## config.mk

```make
export PLATFORM = sky130hd
export DESIGN_NAME = hb_serial_port
export DESIGN_NICKNAME = d
export VERILOG_FILES = /design/src/rtl/hbsp_pkg.sv /design/src/rtl/hbsp_ctrl.sv /design/src/rtl/hbsp_datapath.sv /design/src/rtl/hb_serial_port.sv
export SDC_FILE = /design/constraint.sdc
export NUM_CORES = 1
export LEC_CHECK = 0
export CORE_MARGIN = 5
export CORE_UTILIZATION = 40
export CTS_CLUSTER_SIZE = 12
export DETAILED_ROUTE_END_ITERATION = 8
export PLACE_DENSITY_LB_ADDON = 0.12
export SYNTH_ARGS = -nofsm -noshare
export SYNTH_HDL_FRONTEND = slang
export SYNTH_SLANG_ARGS = --single-unit
```

## constraint.sdc

```tcl
create_clock -name clk -period 1.9 [get_ports clk]
set_input_delay 0.475 -clock clk [delete_from_list [all_inputs] [get_ports clk]]
set_output_delay 0.475 -clock clk [all_outputs]
set_load 0.005 [all_outputs]
```

## src/rtl/hbsp_pkg.sv

```systemverilog
package hbsp_pkg;
  localparam int WORD_BITS   = 16;
  localparam int SWITCHES    = 6;
  localparam int POS_CLEAR   = 0;
  localparam int POS_SWITCH0 = 1;
  localparam int POS_OCEN    = 13;

  typedef struct packed {
    logic load;     // chip select fell: capture status, enable output
    logic shift;    // serial clock fell while selected: take one data-in bit
    logic advance;  // serial clock rose while selected: next bit to data-out
    logic drop;     // chip select rose: disable output
    logic commit;   // chip select rose after exactly one full word
  } strobe_t;
endpackage

```

## src/rtl/hbsp_ctrl.sv

```systemverilog
module hbsp_ctrl
  import hbsp_pkg::*;
#(
  parameter int SYNC_STAGES = 2,
  parameter int WORD        = WORD_BITS
) (
  input  logic    clk,
  input  logic    rstN,
  input  logic    csN,
  input  logic    sclk,
  input  logic    sdi,
  output strobe_t strb,
  output logic    sdiSync
);
  localparam int CNT_W   = $clog2(WORD + 2);
  localparam int CNT_TOP = WORD + 1;

  logic [SYNC_STAGES-1:0] csPipe, sclkPipe, sdiPipe;

  for (genvar g = 0; g < SYNC_STAGES; g++) begin : g_sync
    if (g == 0) begin : g_first
      always_ff @(posedge clk or negedge rstN) begin
        if (!rstN) begin
          csPipe[g]   <= 1'b1;
          sclkPipe[g] <= 1'b0;
          sdiPipe[g]  <= 1'b0;
        end else begin
          csPipe[g]   <= csN;
          sclkPipe[g] <= sclk;
          sdiPipe[g]  <= sdi;
        end
      end
    end else begin : g_next
      always_ff @(posedge clk or negedge rstN) begin
        if (!rstN) begin
          csPipe[g]   <= 1'b1;
          sclkPipe[g] <= 1'b0;
          sdiPipe[g]  <= 1'b0;
        end else begin
          csPipe[g]   <= csPipe[g-1];
          sclkPipe[g] <= sclkPipe[g-1];
          sdiPipe[g]  <= sdiPipe[g-1];
        end
      end
    end
  end

  logic csNow, sclkNow, csPrev, sclkPrev, selected;
  logic [CNT_W-1:0] bitCount;

  assign csNow   = csPipe[SYNC_STAGES-1];
  assign sclkNow = sclkPipe[SYNC_STAGES-1];
  assign sdiSync = sdiPipe[SYNC_STAGES-1];

  always_ff @(posedge clk or negedge rstN) begin
    if (!rstN) begin
      csPrev   <= 1'b1;
      sclkPrev <= 1'b0;
    end else begin
      csPrev   <= csNow;
      sclkPrev <= sclkNow;
    end
  end

  assign selected = !csNow && !csPrev;

  always_comb begin
    strb.load    = csPrev && !csNow;
    strb.drop    = !csPrev && csNow;
    strb.shift   = selected && sclkPrev && !sclkNow;
    strb.advance = selected && !sclkPrev && sclkNow;
    strb.commit  = strb.drop && (bitCount == CNT_W'(WORD));
  end

  // Falling edges since chip select fell, saturating one past a full word
  always_ff @(posedge clk or negedge rstN) begin
    if (!rstN) begin
      bitCount <= '0;
    end else if (strb.load) begin
      bitCount <= '0;
    end else if (strb.shift && bitCount != CNT_W'(CNT_TOP)) begin
      bitCount <= bitCount + 1'b1;
    end
  end


  count_bounded_chk: assert property (@(posedge clk) disable iff (!rstN)
    bitCount <= CNT_W'(CNT_TOP));


  strobe_exclusive_chk: assert property (@(posedge clk) disable iff (!rstN)
    $onehot0({strb.load, strb.shift, strb.advance, strb.drop}));


  shift_counts_chk: assert property (@(posedge clk) disable iff (!rstN)
    strb.shift |=> bitCount != '0);
endmodule

```

## src/rtl/hbsp_datapath.sv

```systemverilog
module hbsp_datapath
  import hbsp_pkg::*;
#(
  parameter int WORD = WORD_BITS,
  parameter int SW   = SWITCHES
) (
  input  logic            clk,
  input  logic            rstN,
  input  strobe_t         strb,
  input  logic            sdiSync,
  input  logic [WORD-1:0] statusIn,
  output logic            statRst,
  output logic [SW-1:0]   switchEn,
  output logic            ocEn,
  output logic            sdo,
  output logic            sdoEn
);
  logic [WORD-1:0] shiftReg;
  logic            outBit;

  // Status in at chip-select fall; data-in enters at the top on each fall
  always_ff @(posedge clk or negedge rstN) begin
    if (!rstN) begin
      shiftReg <= '0;
    end else if (strb.load) begin
      shiftReg <= statusIn;
    end else if (strb.shift) begin
      shiftReg <= {sdiSync, shiftReg[WORD-1:1]};
    end
  end

  // Rising edge k presents bit k of the stream: status bits, then data-in
  always_ff @(posedge clk or negedge rstN) begin
    if (!rstN) begin
      outBit <= 1'b0;
      sdoEn  <= 1'b0;
    end else begin
      if (strb.load) begin
        outBit <= statusIn[0];
        sdoEn  <= 1'b1;
      end else if (strb.advance) begin
        outBit <= shiftReg[1];
      end
      if (strb.drop) sdoEn <= 1'b0;
    end
  end

  assign sdo = outBit && sdoEn;

  always_ff @(posedge clk or negedge rstN) begin
    if (!rstN) begin
      statRst  <= 1'b0;
      switchEn <= '0;
      ocEn     <= 1'b1;
    end else if (strb.commit) begin
      statRst  <= shiftReg[POS_CLEAR];
      switchEn <= shiftReg[POS_SWITCH0 +: SW];
      ocEn     <= shiftReg[POS_OCEN];
    end
  end


  first_bit_chk: assert property (@(posedge clk) disable iff (!rstN)
    strb.load |=> sdoEn && (sdo == $past(statusIn[0])));


  output_off_chk: assert property (@(posedge clk) disable iff (!rstN)
    strb.drop |=> !sdoEn && !sdo);


  sdo_hold_chk: assert property (@(posedge clk) disable iff (!rstN)
    (sdoEn && !strb.load && !strb.advance && !strb.drop) |=> $stable(sdo));


  control_hold_chk: assert property (@(posedge clk) disable iff (!rstN)
    !strb.commit |=> $stable({statRst, switchEn, ocEn}));
endmodule

```

## src/rtl/hb_serial_port.sv

```systemverilog
module hb_serial_port
  import hbsp_pkg::*;
#(
  parameter int SYNC_STAGES = 2
) (
  input  logic                 clk,
  input  logic                 rstN,
  input  logic                 csN,
  input  logic                 sclk,
  input  logic                 sdi,
  input  logic [WORD_BITS-1:0] statusIn,
  output logic                 statRst,
  output logic [SWITCHES-1:0]  switchEn,
  output logic                 ocEn,
  output logic                 sdo,
  output logic                 sdoEn
);
  strobe_t strb;
  logic    sdiSync;

  hbsp_ctrl #(
    .SYNC_STAGES(SYNC_STAGES),
    .WORD       (WORD_BITS)
  ) uCtrl (
    .clk    (clk),
    .rstN   (rstN),
    .csN    (csN),
    .sclk   (sclk),
    .sdi    (sdi),
    .strb   (strb),
    .sdiSync(sdiSync)
  );

  hbsp_datapath #(
    .WORD(WORD_BITS),
    .SW  (SWITCHES)
  ) uData (
    .clk     (clk),
    .rstN    (rstN),
    .strb    (strb),
    .sdiSync (sdiSync),
    .statusIn(statusIn),
    .statRst (statRst),
    .switchEn(switchEn),
    .ocEn    (ocEn),
    .sdo     (sdo),
    .sdoEn   (sdoEn)
  );
endmodule

```

# Word-level counts from Yosys, hierarchy flattened
# Index checks and enable logic that the tools add are counted.
[totals]
latchBits = 0
reg_bits = 39
ram_bits = 0
input_bits = 21
elab_cells = 44
out_inout_bits = 10
romBits = 0
memories = 0
[classes]
n_eq_ne = 2
n_addsub = 1
shifts = 0
mux = 8
reduce_logical = 18
bitwise_logic = 0
multipliers = 0
div_mod_pow = 0
magnitude_cmp = 0
[op_table]
columns = ["op", "n"]
rows = [
  ["2-to-1 mux 16 bit", 2],
  ["logical AND 1 bit", 10],
  ["2-to-1 mux 5 bit", 2],
  ["nonzero test 2 bit", 4],
  ["adder 5 x 1 -> 5 bit (second input constant)", 1],
  ["== test 5 bit (second input constant)", 1],
  ["!= test 5 bit (second input constant)", 1],
  ["logical NOT 1 bit", 4],
  ["2-to-1 mux 1 bit", 4],
]

# Depth between registers and ports, before layout
[depth]
depth_word = 7
ltp_mapped = 7
mapped_depth_nobuf = 5

# Modules after synthesis
# From an unflattened synthesis, not the netlist that was laid out.
[hier_totals]
hier_cells = 138
area_unflattened_um2 = 1677.9
[by_module_without_submodules]
columns = ["mod", "instances", "seq_area_each_um2", "area_each_um2", "cells_each"]
rows = [
  ["hbsp_datapath", 1, 651.9, 1131.1, 93],
  ["hbsp_ctrl", 1, 329.1, 546.8, 45],
]

# Worst setup path after synthesis
# No wires, ideal clock.
[synth_timing]
path_kind = "flip-flop to flip-flop"
from = "register uCtrl.csPrev"
to = "register uData.statRst"
path_buffers = 0
setup_time_ps = 125
slack_ps = 349
path_stages_with_launch = 6
required_ps = 1775
t_arrival_ps = 1426
synth_period_minus_slack_ps = 1551
path_cell_list = "dfstp_2 -> inv_1 -> ha_1 -> and4bb_1 -> nand2_2 -> mux2_2"
[synth_via]
elab_chain_cells = 3
[synth_lines]
columns = ["element", "line", "text"]
rows = [
  ["from (decl)", "hbsp_ctrl.sv:48", "logic csNow, sclkNow, csPrev, sclkPrev, selected;"],
  ["from (signal assigned)", "hbsp_ctrl.sv:60", "csPrev <= csNow;"],
  ["logical NOT 1 bit", "hbsp_ctrl.sv:69", "strb.drop = !csPrev && csNow;"],
  ["logical AND 1 bit", "hbsp_ctrl.sv:69", ""],
  ["logical AND 1 bit", "hbsp_ctrl.sv:72", "strb.commit = strb.drop && (bitCount == CNT_W'(WORD));"],
  ["to (signal assigned)", "hbsp_datapath.sv:56", "statRst <= shiftReg[POS_CLEAR];"],
  ["to (decl)", "hbsp_datapath.sv:12", "output logic statRst,"],
]
# Every way passes these cells.
# A chain may end at the register's enable or synchronous reset.

# Worst setup path in the final report
[layout_timing]
from = "register uData.ocEn"
to = "output port ocEn"
[layout_rtl]
columns = ["element", "line", "text"]
rows = [
  ["from (decl)", "hbsp_datapath.sv:14", "output logic ocEn,"],
  ["from (signal assigned)", "hbsp_datapath.sv:58", "ocEn <= shiftReg[POS_OCEN];"],
  ["to (decl)", "hb_serial_port.sv:14", "output logic ocEn,"],
]
# No word-level cell between the ends.

==> impl_metrics.xml <==
<?xml version="1.0" encoding="UTF-8"?>
<metrics>
  <group name="timing">
    <metric name="worst_slew_pin_slew" unit="ns">0.458</metric>
    <metric name="layout_min_cycle_time" unit="ns">1.79</metric>
    <metric name="worst_slew_margin_rel" unit="%">69.5</metric>
    <metric name="skew" unit="ns">0.00636</metric>
    <metric name="setup_tns" unit="ns">0</metric>
    <metric name="setup_viol" unit="">0</metric>
    <metric name="setup_slack" unit="ns">0.110</metric>
    <metric name="rsz0062_at_grt" unit="">no</metric>
    <metric name="maxSlewViolCount" unit="">0</metric>
    <metric name="max_freq" unit="MHz">559</metric>
    <metric name="final-hold-violation-count" unit="">0</metric>
    <metric name="finalCritPeriodShare" unit="%">94.2</metric>
  </group>
  <group name="synth">
    <metric name="postSynthCellCount" unit="">142</metric>
    <metric name="synth_area_leaders" unit="">sky130_fd_sc_hd__dfrtp_1, sky130_fd_sc_hd__mux2i_1, sky130_fd_sc_hd__dfstp_2, sky130_fd_sc_hd__mux2_2, sky130_fd_sc_hd__ha_1</metric>
    <metric name="ys_ff_latch" unit="">39</metric>
    <metric name="synth_largest_area_cell" unit="">sky130_fd_sc_hd__dfrtp_1</metric>
    <metric name="post_synth_xor_area_fraction" unit="%">0</metric>
    <metric name="synth-simple-area-share" unit="%">11.7</metric>
    <metric name="main_combinational_cell_family_by_area_after_synthesis" unit="">multiplexers</metric>
    <metric name="yosysUniqueCellTypes" unit="">29</metric>
    <metric name="synth_enable_flop_cells" unit="">0</metric>
    <metric name="synth_adder_area_share" unit="%">4.35</metric>
    <metric name="synth_nets" unit="">169</metric>
    <metric name="dominantRegCellSynth" unit="">sky130_fd_sc_hd__dfrtp_1</metric>
    <metric name="seq_area_frac_synth" unit="%">56.9</metric>
    <metric name="synth.area.mux_share" unit="%">16.9</metric>
    <metric name="synth_compound_gate_area_share" unit="%">6.60</metric>
    <metric name="synth.top_cell.area_share" unit="%">50.8</metric>
    <metric name="mappedNetlistArea" unit="um2">1730</metric>
    <metric name="ys_async_sr_fraction" unit="%">100</metric>
    <metric name="avgSynthCellArea" unit="um2">12.2</metric>
    <metric name="yosysWarningCount" unit="">0</metric>
  </group>
  <group name="global_routing">
    <metric name="grt_max_degree" unit="">22</metric>
    <metric name="antenna_found_initial" unit="">0</metric>
    <metric name="grt_pass1_vias" unit="">1153</metric>
    <metric name="grt_overflow" unit="">0</metric>
    <metric name="grt_pass1_wl" unit="um">5450</metric>
    <metric name="gr-usage-all-layers" unit="%">12.8</metric>
  </group>
  <group name="setup_path">
    <metric name="crit_arrival" unit="ns">1.31</metric>
    <metric name="critical_path_depth" unit="">1</metric>
    <metric name="crit_path_capture" unit="">ocEn</metric>
    <metric name="worstSetupEndpointType" unit="">primary output</metric>
    <metric name="critical-path-slowest-cell" unit="">sky130_fd_sc_hd__dfstp_2</metric>
    <metric name="critPathRequiredTime" unit="ns">1.42</metric>
    <metric name="worst-r2r-setup-slack" unit="ns">0.24</metric>
    <metric name="critPathTopFamily" unit="">flip-flops</metric>
    <metric name="timing.critical_path.cells" unit="">clkdlybuf4s50_1</metric>
    <metric name="worst_r2r_startpoint" unit="">uCtrl.csPrev</metric>
    <metric name="critPathLaunchType" unit="">flop</metric>
    <metric name="worstRegToRegCells" unit="">5</metric>
    <metric name="worstPathBufferInverterCount" unit="">1</metric>
    <metric name="cp_slowest_stage_delay" unit="ns">0.53</metric>
    <metric name="critPathMaxFanout" unit="">2</metric>
    <metric name="r2r-end" unit="">uData.statRst</metric>
    <metric name="setup.worst_path.start" unit="">uData.ocEn</metric>
    <metric name="timing.setup.critical_path_class" unit="">flop to primary output</metric>
  </group>
  <group name="power">
    <metric name="power_density" unit="nW/um2">820</metric>
    <metric name="irDropWorstVdd" unit="uV">411</metric>
    <metric name="power.leakage" unit="nW">1.07</metric>
  </group>
  <group name="final_layout">
    <metric name="fraction_of_layout_instances_using_a_drive_strength_above_1" unit="%">15.2</metric>
    <metric name="num-nets-final" unit="">204</metric>
    <metric name="diodes" unit="">0</metric>
    <metric name="biggestRegsByFlops" unit="">uData.shiftReg x16, uData.switchEn x6, uCtrl.bitCount x5</metric>
    <metric name="largest_register_ffs" unit="">16</metric>
    <metric name="area_taken_by_flip_flops_and_latches" unit="um2">981</metric>
    <metric name="multiInputGateArea" unit="um2">683</metric>
    <metric name="num-fill-cells" unit="">373</metric>
    <metric name="largest-register" unit="">uData.shiftReg</metric>
    <metric name="flow.area_growth_from_synthesis" unit="%">27.8</metric>
  </group>
  <group name="routing">
    <metric name="antenna_left" unit="">0</metric>
    <metric name="drt_iter0_drc" unit="">78</metric>
    <metric name="remaining_drc_errors" unit="">0</metric>
    <metric name="drt_pass1_iterations" unit="">4</metric>
    <metric name="via_per_inst" unit="">4.84</metric>
    <metric name="wirelength" unit="um">3090</metric>
    <metric name="avg_wl_per_cell" unit="um">13.5</metric>
    <metric name="detailroute.via_count" unit="">1104</metric>
  </group>
  <group name="clock_tree">
    <metric name="tritoncts.num_buffers" unit="">5</metric>
    <metric name="postCtsResizedCells" unit="">0</metric>
    <metric name="cts-root-to-sink-buffers" unit="">2</metric>
    <metric name="post_cts_buffers" unit="">0</metric>
    <metric name="maximum_level_of_the_cts_h_tree" unit="">2</metric>
    <metric name="cts_tree" unit="">built</metric>
    <metric name="hold_buffers" unit="">0</metric>
    <metric name="sink_count" unit="">39</metric>
    <metric name="clkSlewWorstSetupHoldPaths" unit="ns">0.07</metric>
    <metric name="worst_skew_pair.late_latency" unit="ns">0.28</metric>
    <metric name="ctsRootBufferMaster" unit="">sky130_fd_sc_hd__clkbuf_8</metric>
  </group>
  <group name="die">
    <metric name="core.rowCount" unit="">23</metric>
    <metric name="core-area" unit="um2">4090</metric>
    <metric name="effective_utilization_at_floorplan" unit="%">42.2</metric>
    <metric name="floorplan.die_area" unit="um2">5730</metric>
    <metric name="die_h" unit="um">75.7</metric>
    <metric name="die_w" unit="um">75.7</metric>
    <metric name="top_level_ports" unit="">31</metric>
  </group>
  <group name="min_path">
    <metric name="min-delay-path-class" unit="">input pin to asynchronous set/reset pin</metric>
  </group>
  <group name="job">
    <metric name="max-cap-violations" unit="">0</metric>
  </group>
  <group name="placement">
    <metric name="final_estimated_routing_congestion_in_global_placement" unit="">0.742</metric>
    <metric name="post-place-ws" unit="ns">0.228</metric>
    <metric name="detailed_place_hpwl" unit="um">2280</metric>
    <metric name="port_buffers" unit="">30</metric>
  </group>
  <group name="outcome">
    <metric name="outcome" unit="">complete, no violations</metric>
  </group>
</metrics>
[report_power, final]
| group | switching [W] | internal (W) | total (W) |
|---|---|---|---|
| Clock | 0.000269 | 0.000393 | 0.000662 |
| Combinational | 0.0000824 | 0.000113 | 0.000196 |
| Sequential | 0.0000487 | 0.000902 | 0.000951 |
| Total | 0.000400 | 0.00141 | 0.00181 |
[layout make-up]
| cell class | count | area share [%] |
|---|---|---|
| Tap cell | 50 | 2.84 |
| Inverter | 6 | 1.02 |
| Sequential cell | 39 | 44.5 |
| Timing Repair Buffer | 34 | 15.9 |
| Clock buffer | 7 | 3.46 |
| Clock inverter | 1 | 1.36 |
| Multi-Input combinational cell | 91 | 31.0 |
[metrics by stage]
stage	cells	hold WS (ns)	instance area [um2]	total power [W]	util, %
final	228	0.130	2210	0.00181	54.0
after floorplan	142	0.179	1730	0.00106	-
after global routing	228	0.155	2210	0.00191	54.0
after global placement	220	0.340	2100	0.00116	51.4
after detailed placement	220	0.346	2100	0.00117	51.4
after CTS	228	0.141	2210	0.00184	54.0
[how the worst min path moves through the flow]
stage / end / startpoint / cells past startpoint
after floorplan: uCtrl.bitCount[0] / rstN / 0
after global placement: uCtrl.sclkNow / uCtrl.sclkPipe[0] / 0
after detailed placement: uCtrl.sclkNow / uCtrl.sclkPipe[0] / 0
after CTS: uCtrl.sclkPipe[0] / rstN / 1
after global routing: uData.shiftReg[11] / rstN / 1
final: uCtrl.sclkPipe[0] / rstN / 1
[per-layer routing]
layer  wire length [um]  part of all wire (%)  track usage (%)
met5                  0                     0                0
met4                 10                  0.32             4.08
met3                193                   6.3             4.49
met2               1460                    47             19.3
met1               1420                    46             17.5
[Yosys cell counts (2+ instances only)]
cell type	number
sky130_fd_sc_hd__dfstp_2	4
sky130_fd_sc_hd__dfrtp_1	35
sky130_fd_sc_hd__nand2b_1	2
sky130_fd_sc_hd__inv_1	6
sky130_fd_sc_hd__nor2_1	4
sky130_fd_sc_hd__clkbuf_1	3
sky130_fd_sc_hd__mux2_2	8
sky130_fd_sc_hd__mux2i_1	19
sky130_fd_sc_hd__o21ai_1	7
sky130_fd_sc_hd__and2_1	2
sky130_fd_sc_hd__a21oi_1	2
sky130_fd_sc_hd__nor3_1	2
sky130_fd_sc_hd__ha_1	6
sky130_fd_sc_hd__buf_6	2
sky130_fd_sc_hd__nand2_1	17
sky130_fd_sc_hd__o21ai_0	10
[layout by cell type, fill, tap and decap left out, types with 2 or more instances in the layout]
cell	n
sky130_fd_sc_hd__mux2_2	8
sky130_fd_sc_hd__buf_12	2
sky130_fd_sc_hd__buf_4	2
sky130_fd_sc_hd__clkbuf_1	2
sky130_fd_sc_hd__inv_1	6
sky130_fd_sc_hd__o21ai_1	7
sky130_fd_sc_hd__a21oi_1	2
sky130_fd_sc_hd__clkbuf_8	5
sky130_fd_sc_hd__mux2i_1	19
sky130_fd_sc_hd__dfstp_2	4
sky130_fd_sc_hd__nand2_1	17
sky130_fd_sc_hd__ha_1	6
sky130_fd_sc_hd__dfrtp_1	35
sky130_fd_sc_hd__clkdlybuf4s50_1	29
sky130_fd_sc_hd__nor3_1	2
sky130_fd_sc_hd__o21ai_0	10
sky130_fd_sc_hd__nand2b_1	2
sky130_fd_sc_hd__and2_1	2
sky130_fd_sc_hd__nor2_1	4
[cells by family (layout without fill, tap and decap cells)]
kind of cell | count (synthesis) | count (layout)
adders and majority gates | 6 | 6
muxes | 28 | 28
DFF | 39 | 39
and+or+nand+nor | 36 | 36
AOI/OAI and AO/OA | 21 | 21
buffers and inverters | 12 | 48
Note: power is estimated with default switching activity, not from simulation.
